File: src/rtl/pc_pkg.sv
// Package: shared state and input-condition types for the doorway
// direction detector. Assumes a 3-bit state register numbered as below.
package pc_pkg;
    localparam int STATE_W = 3;

    typedef enum logic [STATE_W-1:0] {
        ST_IDLE    = 3'd0,
        ST_IN_A    = 3'd1,
        ST_IN_GAP  = 3'd2,
        ST_IN_B    = 3'd3,
        ST_OUT_B   = 3'd4,
        ST_OUT_GAP = 3'd5,
        ST_OUT_A   = 3'd6
    } pc_state_e;

    typedef enum logic [2:0] {
        CND_NEAR  = 3'd0,
        CND_FAR   = 3'd1,
        CND_NONE  = 3'd2,
        CND_BOTH  = 3'd3,
        CND_CLEAR = 3'd4
    } pc_cond_e;
endpackage

File: src/rtl/pc_cond_decode.sv
// Module: pc_cond_decode
// Turns the raw sensor and clear levels into one condition code, with
// clear taking priority. It also gives the single-beam flags without
// regard to clear, which the final states of each path need.
// Assumes the inputs are already synchronous and debounced.
module pc_cond_decode
    import pc_pkg::*;
(
    input  logic     near_i,
    input  logic     far_i,
    input  logic     clr_i,
    output pc_cond_e cond_o,
    output logic     near_only_o,
    output logic     far_only_o
);
    // Single-beam patterns without regard to clear
    assign near_only_o = near_i & ~far_i;
    assign far_only_o  = far_i & ~near_i;

    // Priority-encode the condition: clear first, then the beam pattern
    always_comb begin
        if (clr_i)
            cond_o = CND_CLEAR;
        else if (near_only_o)
            cond_o = CND_NEAR;
        else if (far_only_o)
            cond_o = CND_FAR;
        else if (near_i & far_i)
            cond_o = CND_BOTH;
        else
            cond_o = CND_NONE;
    end
endmodule

File: src/rtl/pc_next_state.sv
// Module: pc_next_state
// Combinational transition function of the detector. It gives the next
// state and the one-shot pulse requests. Assumes the cond/flag encoding
// of pc_cond_decode. Unused state codes fall back to idle.
module pc_next_state
    import pc_pkg::*;
(
    input  pc_state_e cur_i,
    input  pc_cond_e  cond_i,
    input  logic      near_only_i,
    input  logic      far_only_i,
    output pc_state_e nxt_o,
    output logic      enter_set_o,
    output logic      exit_set_o
);
    // Transition table: hold or advance on the expected pattern, else idle
    always_comb begin
        nxt_o       = ST_IDLE;
        enter_set_o = 1'b0;
        exit_set_o  = 1'b0;
        unique case (cur_i)
            ST_IDLE: begin
                if (cond_i == CND_NEAR)     nxt_o = ST_IN_A;
                else if (cond_i == CND_FAR) nxt_o = ST_OUT_B;
            end
            ST_IN_A: begin
                if (cond_i == CND_NEAR)      nxt_o = ST_IN_A;
                else if (cond_i == CND_NONE) nxt_o = ST_IN_GAP;
            end
            ST_IN_GAP: begin
                if (cond_i == CND_NONE)     nxt_o = ST_IN_GAP;
                else if (cond_i == CND_FAR) nxt_o = ST_IN_B;
            end
            ST_IN_B: begin
                if (far_only_i) nxt_o = ST_IN_B;
                else            enter_set_o = 1'b1;
            end
            ST_OUT_B: begin
                if (cond_i == CND_FAR)       nxt_o = ST_OUT_B;
                else if (cond_i == CND_NONE) nxt_o = ST_OUT_GAP;
            end
            ST_OUT_GAP: begin
                if (cond_i == CND_NONE)      nxt_o = ST_OUT_GAP;
                else if (cond_i == CND_NEAR) nxt_o = ST_OUT_A;
            end
            ST_OUT_A: begin
                if (near_only_i) nxt_o = ST_OUT_A;
                else             exit_set_o = 1'b1;
            end
            default: nxt_o = ST_IDLE;
        endcase
    end
endmodule

File: src/rtl/doorway_dir_fsm.sv
// Module: doorway_dir_fsm (top)
// Works out the direction of a doorway passage from two beam sensors and
// gives a registered pulse one clock long for each entry or exit.
// Assumes a synchronous active-low reset and inputs already debounced.
module doorway_dir_fsm
    import pc_pkg::*;
(
    input  logic                clk,
    input  logic                rst_n,
    input  logic                beam_near,
    input  logic                beam_far,
    input  logic                clr_pass,
    output logic                enter_pulse,
    output logic                exit_pulse,
    output logic [STATE_W-1:0]  state_dbg
);
    pc_state_e state_q, state_d;
    pc_cond_e  cond;
    logic      near_only, far_only, enter_d, exit_d;

    pc_cond_decode u_dec (
        .near_i      (beam_near),
        .far_i       (beam_far),
        .clr_i       (clr_pass),
        .cond_o      (cond),
        .near_only_o (near_only),
        .far_only_o  (far_only)
    );

    pc_next_state u_ns (
        .cur_i       (state_q),
        .cond_i      (cond),
        .near_only_i (near_only),
        .far_only_i  (far_only),
        .nxt_o       (state_d),
        .enter_set_o (enter_d),
        .exit_set_o  (exit_d)
    );

    // State and output pulse registers, with synchronous reset
    always_ff @(posedge clk) begin
        if (!rst_n) begin
            state_q     <= ST_IDLE;
            enter_pulse <= 1'b0;
            exit_pulse  <= 1'b0;
        end else begin
            state_q     <= state_d;
            enter_pulse <= enter_d;
            exit_pulse  <= exit_d;
        end
    end

    assign state_dbg = state_q;

    // the two pulses never appear together
    p_pulse_excl_r9: assert property (@(posedge clk) disable iff (!rst_n)
        $onehot0({enter_pulse, exit_pulse}));

    // an entry pulse appears only on the return from state 3 to idle
    p_enter_origin_r7: assert property (@(posedge clk) disable iff (!rst_n)
        enter_pulse |-> (state_q == ST_IDLE && $past(state_q) == ST_IN_B));

    // an exit pulse appears only on the return from state 6 to idle
    p_exit_origin_r8: assert property (@(posedge clk) disable iff (!rst_n)
        exit_pulse |-> (state_q == ST_IDLE && $past(state_q) == ST_OUT_A));

    // clear in a middle state aborts to idle without a pulse
    p_clear_abort_r5: assert property (@(posedge clk) disable iff (!rst_n)
        (clr_pass && (state_q == ST_IN_A || state_q == ST_IN_GAP ||
                      state_q == ST_OUT_B || state_q == ST_OUT_GAP))
        |=> (state_q == ST_IDLE && !enter_pulse && !exit_pulse));

    // a lone near beam in idle starts the entry path
    p_idle_start_r2: assert property (@(posedge clk) disable iff (!rst_n)
        (state_q == ST_IDLE && beam_near && !beam_far && !clr_pass)
        |=> state_q == ST_IN_A);

    // state 3 holds on a lone far beam with no pulse
    p_in_b_hold_r7: assert property (@(posedge clk) disable iff (!rst_n)
        (state_q == ST_IN_B && beam_far && !beam_near)
        |=> (state_q == ST_IN_B && !enter_pulse));
endmodule

File: config.mk
export PLATFORM = sky130hd
export DESIGN_NAME = doorway_dir_fsm
export DESIGN_NICKNAME = d
export VERILOG_FILES = /design/src/rtl/pc_pkg.sv /design/src/rtl/pc_cond_decode.sv /design/src/rtl/pc_next_state.sv /design/src/rtl/doorway_dir_fsm.sv
export SDC_FILE = /design/constraint.sdc
export NUM_CORES = 1
export LEC_CHECK = 0
export BUFFER_PORTS_ARGS = -buffer_cell sky130_fd_sc_hd__buf_2
export CAP_MARGIN = 30
export CORE_AREA = 8 8 45 47
export DETAILED_ROUTE_END_ITERATION = 16
export DIE_AREA = 0 0 53 55
export SYNTH_ARGS = -nofsm -noshare
export SYNTH_HDL_FRONTEND = slang
export SYNTH_SLANG_ARGS = --single-unit
File: constraint.sdc
create_clock -name clk -period 1.5 [get_ports clk]
set_input_delay 0 -clock clk [delete_from_list [all_inputs] [get_ports clk]]
set_output_delay 0 -clock clk [all_outputs]
set_load 0.02 [all_outputs]
==> Word-level counts from Yosys, hierarchy flattened <==
Cells that the tools add are included.
W data, S select, Z words.
{ "word_totals": {"ff_bits": 5, "in_bits": 5, "output_inout_bits": 5, "word_cells": 39} }
{ "classes": {"eq_ne": 8, "n_mux": 19, "n_bitwise": 5, "reduce_logical": 4} }
{ "ops": {"columns": ["cell", "n"], "rows": [
  ["$mux W3", 12],
  ["$pmux W3 S7", 1],
  ["$eq A3 B2 Y1 const B", 3],
  ["$eq A3 B3 Y1 const B", 3],
  ["$eq A3 B1 Y1 const B", 2],
  ["$logic_not A3 Y1", 2],
  ["$mux W2", 3],
  ["$reduce_and A2 Y1", 2],
  ["$and A1 B1 Y1", 3],
  ["$mux W1", 3],
  ["$not A1 Y1", 2]
]} }

==> Logic depth before layout (Yosys ltp) <==
{ "depth": {"word_depth": 9, "mapped_depth": 5, "depth_no_buf": 5} }

==> By module <==
From an unflattened synthesis, not the netlist that was laid out.
{ "hier_totals": {"hier_cells": 39, "hier_area_um2": 352.8} }
{ "by_module_without_submodules": {"columns": ["mod", "n_inst", "cells_per_inst", "area_per_inst_um2", "seq_area_each_um2"], "rows": [
  ["pc_next_state", 1, 20, 148.9, 0.0],
  ["doorway_dir_fsm", 1, 10, 131.4, 100.1],
  ["pc_cond_decode", 1, 9, 72.6, 0.0]
]} }

==> Least setup slack after synthesis <==
Ideal clock, no wire load.
{ "synth_timing": {"path_type": "register to register", "startpoint": "register state_q[0] (netlist: state_dbg[0])", "endpoint": "register state_q[1] (netlist: state_dbg[1])", "setup_ps": 73, "arrival_time_ps": 1190, "required_ps": 1427, "setup_slack_ps": 237, "path_stages_with_launch": 5, "n_path_buf": 1, "period_less_slack_ps": 1263, "path_cell_list": "dfxtp_1 -> buf_2 -> nand4b_1 -> or3b_1 -> o211ai_2"} }
{ "synth_via": {"elab_chain_len": 2, "word_cells_on_any_way": 8, "classes_between": "6 x eq/ne; 1 x mux; 1 x reduce/logical"} }
{ "synth_rtl": {"columns": ["item", "line", "text"], "rows": [
  ["start, declared", "doorway_dir_fsm.sv:17", "pc_state_e state_q, state_d;"],
  ["start signal, assigned", "doorway_dir_fsm.sv:47", "state_q <= state_d;"],
  ["$eq A3 B3 Y1, or another cell as far along", "pc_next_state.sv:21", "unique case (cur_i)"],
  ["$pmux W3 S7 *", "pc_next_state.sv:21", null]
]} }
Mark *: on every way between the ends. The rest lies on a longest branch, timed or not.
A chain may end at the register's enable or synchronous reset.

==> Worst setup path after layout <==
Ends and elaborated chain as after synthesis.

==> flow_summary.yaml <==
clock_tree:
  cts_tree: "built"
  clk_latency_ns: 0.24
  hold_buffers: 0
  clk_path_buf_depth: 2
  cts_setup_buffers: 0
  clk_pin_slew_ns: 0.04
  cts.repair.resized: 0
  cts_buffers: 3
  htreeDepth: 1
  clock-root-buffer: "clkbuf_4"
  clock-sinks: 5
layout:
  final_cells: 67
  fillers: 148
  drive_gt1_frac: 0.333
  n_antenna_cell: 0
  multiInputGateArea_um2: 230
  nNetsFinal: 59
  area_delta_synth_final_pct: 21.0
  ff_latch_area_um2: 100
setup_path:
  end_kind: "flop"
  startpoint: "state_dbg[0]"
  endpoint: "state_dbg[1]"
  regToRegStartpoint: "state_dbg[0]"
  rr_endpoint: "state_dbg[1]"
  ff2ff_path_depth: 3
  worstPathArrival_ns: 1.38
  worst-r2r-setup-slack_ns: 0.29
  crit_type: "reg -> reg"
  worst_setup_path_start_kind: "flop"
  cp.required_ns: 1.67
  crit_fanout: 10
sta:
  clock.fmax_ghz: 0.827
  setup_tns_ns: 0
  max-slew-margin-rel: 0.774
  rsz0062_at_grt: "false"
  period_share: 0.806
  period_minus_slack_ns: 1.21
  tightestPinTransition_ns: 0.336
  drv_slew: 0
  setup_viol: 0
  skew_ns: 0.000524
  hold_violations: 0
logic_synthesis:
  netlist_instances: 40
  synth_area_um2: 358
  synth_nets: 47
  netlist-cell-type-count: 26
  synth-seq-cells: 5
  avgSynthCellArea_um2: 8.95
  seq_area_frac_synth: 0.280
  ys_warn_count: 0
power:
  p_per_area_nw_per_um2: 799
  power_mw: 0.346
  ir_drop_v: 0.000223
  p_leak_nw: 0.190
outcome:
  status: "complete, no violations"
floorplanning:
  num_io_pins: 10
  fp.dieH_um: 55
  row_count: 14
  core_area_um2: 1380
  start_util: 0.259
  dieArea_um2: 2920
  die_w_um: 53
placement:
  dp_hpwl_um: 645
  gp_congestion: 0.801
  placedCellCount: 63
  io_buffers: 9
drt:
  vias: 332
  wl_met1_um: 385
  postRouteAntennaNets: 0
  drt_iter0_markers: 14
  viasPerCell: 4.96
  wl_per_cell_um: 12.0
  met3_length_um: 117
  first_pass_iters: 2
  drc: 0
  wirelength_um: 804
  dr_wl_met2_um: 288
  highest_layer: "met4"
worst_hold_path:
  min-delay-path-class: "in -> reg"
  hp-start: "rst_n"
global_route:
  overflow: 0
  grt_max_degree: 13
  groute.usage.overall: 0.0650
  grt_first_pass_wirelength_um: 1330
  grt_pass1_vias: 287
  antenna_found_initial: 0
run:
  maxCapViolations: 0
layer usage:
metal | global-route usage | up-vias
met5 | 0 | -
met4 | 0.0388 | 0
met3 | 0.0561 | 4
met2 | 0.0723 | 12
met1 | 0.0790 | 141
li1 | - | 175
cell usage in the layout (no fill, tap or decap), drive strengths merged, types with 2 or more instances in the layout:
| master | instances |
|---|---|
| nand3 | 2 |
| ha | 2 |
| inv | 3 |
| dfxtp | 5 |
| a32oi | 2 |
| nand2 | 2 |
| nor2 | 2 |
| nor2b | 2 |
| o211ai | 2 |
| clkbuf | 4 |
| buf | 9 |
| nor4 | 2 |
| nor3b | 2 |
cell usage after synthesis, drive strengths merged:
library cell | instances | area [um2]
and2b | 1 | 8.76
or3b | 1 | 8.76
nand4b | 1 | 8.76
nor3b | 2 | 15.0
a32oi | 2 | 17.5
a31oi | 1 | 6.26
nand2 | 2 | 7.51
and3b | 1 | 10.0
nor2 | 2 | 7.51
dfxtp | 5 | 100
nand3b | 1 | 7.51
o21ba | 1 | 10.0
inv | 3 | 11.3
o21ai | 1 | 5.00
nor2b | 2 | 12.5
nand3 | 2 | 10.0
o2111ai | 1 | 8.76
buf | 2 | 16.3
nor4b | 1 | 15.0
xor2 | 1 | 8.76
o211ai | 2 | 20.0
a21oi | 1 | 5.00
nor4 | 2 | 12.5
ha | 2 | 25.0
how the worst min path moves through the flow:
stage,to,slack [ns],cells past startpoint
final,enter_pulse,0.04,3
after global routing,exit_pulse,0.06,3
after CTS,enter_pulse,0.03,3
after detailed placement,enter_pulse,0.29,3
after global placement,exit_pulse,0.29,3
after floorplan,enter_pulse,0.13,2
through the flow:
step	setup slack, ns	cell area, um2	hold WS [ns]	util
global route	0.234	433	0.0559	0.313
global placement	0.304	407	0.291	0.294
detailed placement	0.316	407	0.289	0.294
CTS	0.299	433	0.0311	0.313
floorplan	0.237	358	0.133	-
finish	0.290	433	0.0378	0.313
critical path, cell delays in order, from the launching register on:
cell and delay [ns]:
dfxtp_1 0.51, nand4b_1 0.16, or3b_1 0.40, o211ai_2 0.08
cells by family after synthesis:
kind of cell               Yosys count  synth area share
AOI/OAI and AO/OA                    9             0.203
DFF                                  5             0.280
buffers and inverters                5            0.0769
xor gates and xnor gates             1            0.0245
and+or+nand+nor                     18             0.346
adders and majority gates            2            0.0699
sequential cells by signal, summed over array words and instances (netlist names):
register     cells
enter_pulse      1
exit_pulse       1
state_dbg        3
report_power, final:
part | internal (mW) | leakage [nW] | total [mW] | switching (mW)
Clock | 0.101 | 0.0150 | 0.157 | 0.0566
Combinational | 0.0218 | 0.135 | 0.0487 | 0.0269
Sequential | 0.135 | 0.0404 | 0.140 | 0.00488
Total | 0.258 | 0.190 | 0.346 | 0.0884
cell type report:
cell class | instances | share of cell area
tap | 16 | 0.0462
multi-input combinational | 30 | 0.532
sequential | 5 | 0.231
inverter | 3 | 0.0260
clock buffer | 4 | 0.0607
timing repair buffer | 9 | 0.104
Note: power is estimated with default switching activity, not from simulation.
